<file path="src/rtl/split_tmr_pkg.sv">
package split_tmr_pkg;

  localparam int DATA_W = 8;
  localparam int ADDR_W = 3;

  localparam logic [ADDR_W-1:0] A_CTRL  = 3'd0;
  localparam logic [ADDR_W-1:0] A_FLAGS = 3'd1;
  localparam logic [ADDR_W-1:0] A_CNT0  = 3'd2;
  localparam logic [ADDR_W-1:0] A_RLD0  = 3'd4;

  // control register layout, bit5 down to bit0
  typedef struct packed {
    logic fast_lo;
    logic fast_hi;
    logic irq_en;
    logic lo_irq_en;
    logic ext_sel;
    logic run_hi;
  } ctrl_t;

  localparam int CTRL_W = $bits(ctrl_t);

  function automatic logic pick_tick(input logic fast, input logic ext_sel,
                                     input logic pre_tick, input logic ext_tick);
    if (fast) return 1'b1;
    return ext_sel ? ext_tick : pre_tick;
  endfunction

  function automatic logic [DATA_W-1:0] next_count(input logic [DATA_W-1:0] cur,
                                                   input logic [DATA_W-1:0] rld);
    if (cur == {DATA_W{1'b1}}) return rld;
    return cur + 1'b1;
  endfunction

  function automatic logic irq_level(input logic en, input logic lo_en,
                                     input logic f_hi, input logic f_lo);
    return en & (f_hi | (lo_en & f_lo));
  endfunction

endpackage

</file>
<file path="src/rtl/tmr_prescale.sv">
module tmr_prescale #(
  parameter int DIV = 12
) (
  input  logic clk,
  input  logic rst_n,
  output logic tick
);
  localparam int CW = (DIV > 1) ? $clog2(DIV) : 1;
  localparam logic [CW-1:0] LAST = CW'(DIV - 1);

  logic [CW-1:0] cnt_q;

  assign tick = (cnt_q == LAST);

  always_ff @(posedge clk or negedge rst_n) begin
    if (!rst_n)    cnt_q <= '0;
    else if (tick) cnt_q <= '0;
    else           cnt_q <= cnt_q + 1'b1;
  end
endmodule

</file>
<file path="src/rtl/tmr_ext_divider.sv">
module tmr_ext_divider #(
  parameter int SYNC_STAGES = 2,
  parameter int DIV         = 8
) (
  input  logic clk,
  input  logic rst_n,
  input  logic ext_clk,
  output logic tick
);
  localparam int CW = (DIV > 1) ? $clog2(DIV) : 1;
  localparam logic [CW-1:0] LAST = CW'(DIV - 1);

  logic [SYNC_STAGES-1:0] sync_q;
  logic                   prev_q;
  logic [CW-1:0]          div_q;
  logic                   rise;

  assign rise = sync_q[SYNC_STAGES-1] & ~prev_q;
  assign tick = rise & (div_q == LAST);

  always_ff @(posedge clk or negedge rst_n) begin
    if (!rst_n) begin
      sync_q <= '0;
      prev_q <= 1'b0;
      div_q  <= '0;
    end else begin
      sync_q <= {sync_q[SYNC_STAGES-2:0], ext_clk};
      prev_q <= sync_q[SYNC_STAGES-1];
      if (rise) div_q <= (div_q == LAST) ? '0 : div_q + 1'b1;
    end
  end
endmodule

</file>
<file path="src/rtl/tmr_half.sv">
module tmr_half
  import split_tmr_pkg::*;
(
  input  logic              clk,
  input  logic              rst_n,
  input  logic              tick,
  input  logic              wr_cnt,
  input  logic              wr_rld,
  input  logic              clr_flag,
  input  logic [DATA_W-1:0] wr_data,
  output logic [DATA_W-1:0] cnt,
  output logic [DATA_W-1:0] rld,
  output logic              flag,
  output logic              ovf
);
  // a counter write wins over a tick and suppresses the overflow
  assign ovf = tick & ~wr_cnt & (cnt == {DATA_W{1'b1}});

  always_ff @(posedge clk or negedge rst_n) begin
    if (!rst_n) begin
      cnt  <= '0;
      rld  <= '0;
      flag <= 1'b0;
    end else begin
      if (wr_rld) rld <= wr_data;
      if (wr_cnt)    cnt <= wr_data;
      else if (tick) cnt <= next_count(cnt, rld);
      if (ovf)           flag <= 1'b1;
      else if (clr_flag) flag <= 1'b0;
    end
  end
endmodule

</file>
<file path="src/rtl/split_reload_timer.sv">
module split_reload_timer
  import split_tmr_pkg::*;
#(
  parameter int PRE_DIV     = 12,
  parameter int EXT_DIV     = 8,
  parameter int SYNC_STAGES = 2
) (
  input  logic              clk,
  input  logic              rst_n,
  input  logic              ext_clk,
  input  logic              wr_en,
  input  logic [ADDR_W-1:0] wr_addr,
  input  logic [DATA_W-1:0] wr_data,
  input  logic [ADDR_W-1:0] rd_addr,
  output logic [DATA_W-1:0] rd_data,
  output logic              irq
);
  localparam int NHALF = 2;  // index 0 = low half, 1 = high half

  ctrl_t ctrl_q;
  logic  pre_tick, ext_tick;

  logic [DATA_W-1:0] cnt   [NHALF];
  logic [DATA_W-1:0] rld   [NHALF];
  logic [NHALF-1:0]  flag, ovf, tick, wr_cnt, clr;
  logic [NHALF-1:0]  fast;

  assign fast = {ctrl_q.fast_hi, ctrl_q.fast_lo};

  always_ff @(posedge clk or negedge rst_n) begin
    if (!rst_n) ctrl_q <= '0;
    else if (wr_en && wr_addr == A_CTRL) ctrl_q <= ctrl_t'(wr_data[CTRL_W-1:0]);
  end

  tmr_prescale #(.DIV(PRE_DIV)) u_pre (
    .clk(clk), .rst_n(rst_n), .tick(pre_tick)
  );

  tmr_ext_divider #(.SYNC_STAGES(SYNC_STAGES), .DIV(EXT_DIV)) u_ext (
    .clk(clk), .rst_n(rst_n), .ext_clk(ext_clk), .tick(ext_tick)
  );

  for (genvar i = 0; i < NHALF; i++) begin : g_half
    localparam logic [ADDR_W-1:0] A_CNT = ADDR_W'(A_CNT0 + i);
    localparam logic [ADDR_W-1:0] A_RLD = ADDR_W'(A_RLD0 + i);
    logic base_tick;

    assign base_tick = pick_tick(fast[i], ctrl_q.ext_sel, pre_tick, ext_tick);
    if (i == 1) begin : g_run
      assign tick[i] = base_tick & ctrl_q.run_hi;
    end else begin : g_free
      assign tick[i] = base_tick;
    end

    assign wr_cnt[i] = wr_en && (wr_addr == A_CNT);
    // flag bit 0 is the high half, bit 1 the low half
    assign clr[i]    = wr_en && (wr_addr == A_FLAGS) && wr_data[NHALF-1-i];

    tmr_half u_half (
      .clk(clk), .rst_n(rst_n), .tick(tick[i]),
      .wr_cnt(wr_cnt[i]), .wr_rld(wr_en && (wr_addr == A_RLD)),
      .clr_flag(clr[i]), .wr_data(wr_data),
      .cnt(cnt[i]), .rld(rld[i]), .flag(flag[i]), .ovf(ovf[i])
    );
  end

  assign irq = irq_level(ctrl_q.irq_en, ctrl_q.lo_irq_en, flag[1], flag[0]);

  always_comb begin
    rd_data = '0;
    case (rd_addr)
      A_CTRL:           rd_data = DATA_W'(ctrl_q);
      A_FLAGS:          rd_data = DATA_W'({flag[0], flag[1]});
      A_CNT0:           rd_data = cnt[0];
      A_CNT0 + 3'd1:    rd_data = cnt[1];
      A_RLD0:           rd_data = rld[0];
      A_RLD0 + 3'd1:    rd_data = rld[1];
      default:          rd_data = '0;
    endcase
  end

  // named event wires for the bound checker
  logic ovf_lo, ovf_hi, tick_lo_w, tick_hi_w;
  assign ovf_lo    = ovf[0];
  assign ovf_hi    = ovf[1];
  assign tick_lo_w = tick[0];
  assign tick_hi_w = tick[1];
endmodule

</file>
<file path="config.mk">
export PLATFORM = sky130hd
export DESIGN_NAME = split_reload_timer
export DESIGN_NICKNAME = d
export VERILOG_FILES = /design/src/rtl/split_tmr_pkg.sv /design/src/rtl/tmr_prescale.sv /design/src/rtl/tmr_ext_divider.sv /design/src/rtl/tmr_half.sv /design/src/rtl/split_reload_timer.sv
export SDC_FILE = /design/constraint.sdc
export NUM_CORES = 1
export LEC_CHECK = 0
export ABC_AREA = 1
export CORE_ASPECT_RATIO = 0.8
export CORE_MARGIN = 2
export CORE_UTILIZATION = 35
export CTS_CLUSTER_SIZE = 14
export DETAILED_ROUTE_END_ITERATION = 10
export GPL_TIMING_DRIVEN = 0
export PLACE_DENSITY_LB_ADDON = 0.05
export SKIP_LAST_GASP = 1
export SYNTH_ARGS = -nofsm -noshare
export SYNTH_HDL_FRONTEND = slang
export SYNTH_SLANG_ARGS = --single-unit
</file>
<file path="constraint.sdc">
create_clock -name clk -period 1.7 [get_ports clk]
set_input_delay 0.17 -clock clk [delete_from_list [all_inputs] [get_ports clk]]
set_output_delay 0.17 -clock clk [all_outputs]
set_load 0.1 [all_outputs]
</file>
==> results.py <==
metrics = {
    "status": {
        "status": "completed",
    },
    "detailed_routing": {
        "wire_per_inst_um": 16.1,
        "drtAntennaViolNets": 0,
        "vias_per_cell": 5.03,
        "first_iter_violations": 137,
        "vias": 2767,
        "wirelength_um": 8880,
        "first_pass_iters": 4,
        "drcViolationCount": 0,
    },
    "placed_design": {
        "dp_slack_ns": -1.15,
        "dp_hpwl_um": 6920,
        "gp_congestion": 0.913,
        "dpl_cell_area_um2": 3360,
        "io_buffers": 26,
    },
    "clock_network": {
        "cts_htree_levels": 2,
        "cts_made_buffers": 5,
        "cts_tree": "yes",
        "cts-root-buf": "clkbuf_8",
        "postCtsSetupBuffers": 0,
        "worstSkewPairLatency_ns": 0.31,
        "cts_sinks": 50,
        "clockBufferDepth": 2,
        "clkSlewWorstSetupHoldPaths_ns": 0.10,
    },
    "timing": {
        "post-route-period-util": 0.957,
        "fin_crit_ns": 1.63,
        "setup_slack_ns": 0.0730,
        "skew_ns": 0.00658,
        "fmaxAchievable_mhz": 615,
        "worstMarginPinSlew_ns": 0.490,
        "slew_headroom": 0.675,
        "setup_tns_ns": 0,
        "slew_viol_final": 0,
        "whs_ns": 0.280,
        "setup_viol": 0,
        "rsz0062_at_grt": "yes",
        "hold_viol_final": 0,
    },
    "final_layout": {
        "final_common_cell": "nand2_1",
        "layout_common_cells": "nand2_1 (143), inv_1 (50), dfrtp_1 (49)",
        "antenna_cells": 0,
        "nNetsFinal": 464,
        "area_growth_pct": 21.7,
        "drive_gt1_frac": 0.158,
        "fin_area_um2": 3560,
    },
    "yosys": {
        "post-synth-top-area-cell": "dfrtp_1",
        "synthCells": 406,
        "ys_warn_count": 0,
        "syn_avg_cell_area_um2": 7.21,
        "syn_nets": 429,
        "yosysTopAreaCellShare": 0.428,
        "synth_area_leaders": "dfrtp_1 (43%), nand2_1 (19%), inv_1 (7.2%), o21ai_0 (7.0%), nand3_1 (6.7%)",
        "synth-seq-area-share": 0.428,
        "ys_seq_elements": 50,
        "synthesis.area_um2": 2930,
        "ys_types": 30,
    },
    "power_and_ir_drop": {
        "power.density_nw_per_um2": 1240,
        "ir_worst_vdd_mv": 0.508,
        "leakagePower_nw": 1.82,
    },
    "critical_path": {
        "cpMaxStageDelayCell": "dfrtp_1",
        "crit_path_max_fanout": 8,
        "end_kind": "flip-flop",
        "startpoint_type": "flip-flop",
        "critPathMostFrequentCell": "nand2_2",
        "required_ns": 1.91,
        "criticalPathCategory": "flip-flop to flip-flop",
        "critPathArrivalTime_ns": 1.84,
        "cp_slowest_stage_delay_ns": 0.41,
        "path_cells": "ha_2, ha_4, inv_1, o21ai_1, nand2_2, nand2_2, nor2_4, inv_2, nand2_2, nand2_1",
    },
    "floorplan": {
        "die_w_um": 106,
        "core_region_area_um2": 8020,
        "dieArea_um2": 9110,
        "ios": 27,
        "rows": 29,
        "initial_core_util": 0.365,
        "die_h_um": 85.8,
    },
    "min_path": {
        "hp-class": "primary input to async pin",
    },
    "grt": {
        "overflow": 0,
        "grt_pass1_vias": 2618,
        "grt_pass1_wl_um": 14300,
        "grt_max_degree": 39,
        "antenna_found_initial": 0,
        "grt_use_total": 0.206,
    },
    "flow_run": {
        "max-cap-violations": 0,
    },
}
-- through the flow --
| stage | std cells | power [mW] | util |
|---|---|---|---|
| floorplan | 406 | 3.02 | - |
| global placement | 540 | 3.54 | 0.417 |
| detailed placement | 541 | 3.56 | 0.419 |
| CTS | 550 | 4.39 | 0.440 |
| global route | 550 | 4.76 | 0.444 |
| finish | 550 | 4.43 | 0.444 |
-- synthesized netlist by cell type (all sizes together) --
master     n
dfrtp     50
xnor2      1
o21bai     1
nor2      18
ha         5
inv       60
o21a       1
clkbuf     1
o22ai      2
nand4      9
o2111ai    5
a22oi      5
clkinv     1
buf        4
nand2    152
nor3       1
a21oi      4
o21ai     44
xor2       1
nand3     41
-- flip-flops by register name, indices dropped and copies added (netlist names) --
signal / cells
g_half.u_half.rld: 16
u_ext.sync_q: 2
g_half.u_half.flag: 2
u_ext.prev_q: 1
g_half.u_half.cnt: 16
u_pre.cnt_q: 4
u_ext.div_q: 3
ctrl_q: 6
-- path summary, 6_finish.rpt --
check | startpoint | to | slack (ns) | cells after the start
max | u_ext.div_q[0] | g_half[0].u_half.cnt[2] | 0.07 | 10
min | rst_n | g_half[1].u_half.cnt[2] | 0.28 | 2
max reg2reg | u_ext.div_q[0] | g_half[0].u_half.cnt[2] | 0.07 | 10
min reg2reg | u_ext.sync_q[0] | u_ext.sync_q[1] | 0.36 | 0
max in group asynchronous | rst_n | g_half[1].u_half.rld[3] | 0.90 | 3
min in group clk | ext_clk | u_ext.sync_q[0] | 0.29 | 1
-- where the power goes --
group          internal (mW)  total [mW]  switching (mW)
clock                  0.336       0.778           0.442
sequential              1.49        1.90           0.408
combinational          0.609        1.75            1.14
-- layer usage --
metal | up-vias | track usage | part of all wire
li1 | 1383 | - | -
met1 | 1303 | 0.321 | 0.53
met2 | 75 | 0.298 | 0.41
met3 | 6 | 0.0327 | 0.045
met4 | 0 | 0.0419 | 0.0079
met5 | - | 0 | 0
-- final cells by class --
class                           count  area, µm²
Clock inverter                      2       17.5
Multi-Input combinational cell    290       1530
Buffer                              5       23.8
Clock buffer                        6       82.6
Fill cell                         837       4460
Tap cell                          108        135
Sequential cell                    50       1250
Timing Repair Buffer               28        290
Inverter                           61        233
-- worst max-delay path, delay by kind of cell (launching register included) --
| kind | cells | cell delay [ns] |
|---|---|---|
| AND/OR/NAND/NOR | 5 | 0.56 |
| flip-flops | 1 | 0.41 |
| adder cells (fa/ha/maj) | 2 | 0.35 |
| buffers and inverters | 2 | 0.14 |
| AO/OA/AOI/OAI | 1 | 0.07 |
-- logic make-up (layout without fill, tap and decap cells) --
logic type	Yosys count	after routing	share of synthesized area
and+or+nand+nor	221	221	0.334
buffers and inverters	66	102	0.0868
AOI/OAI and AO/OA	62	62	0.124
DFF	50	50	0.428
adders and majority gates	5	5	0.0214
xor gates and xnor gates	2	2	0.00599
-- what timing repair did --
action / 4_1_cts / 5_1_grt
pin swaps: 3 / 7
endpoints found under the setup margin: 15 / 17
endpoints found under the hold margin: 12 / 0
gates resized for setup: 78 / 19
hold buffers: 1 / 0
Power figures use the tool's default switching activity.
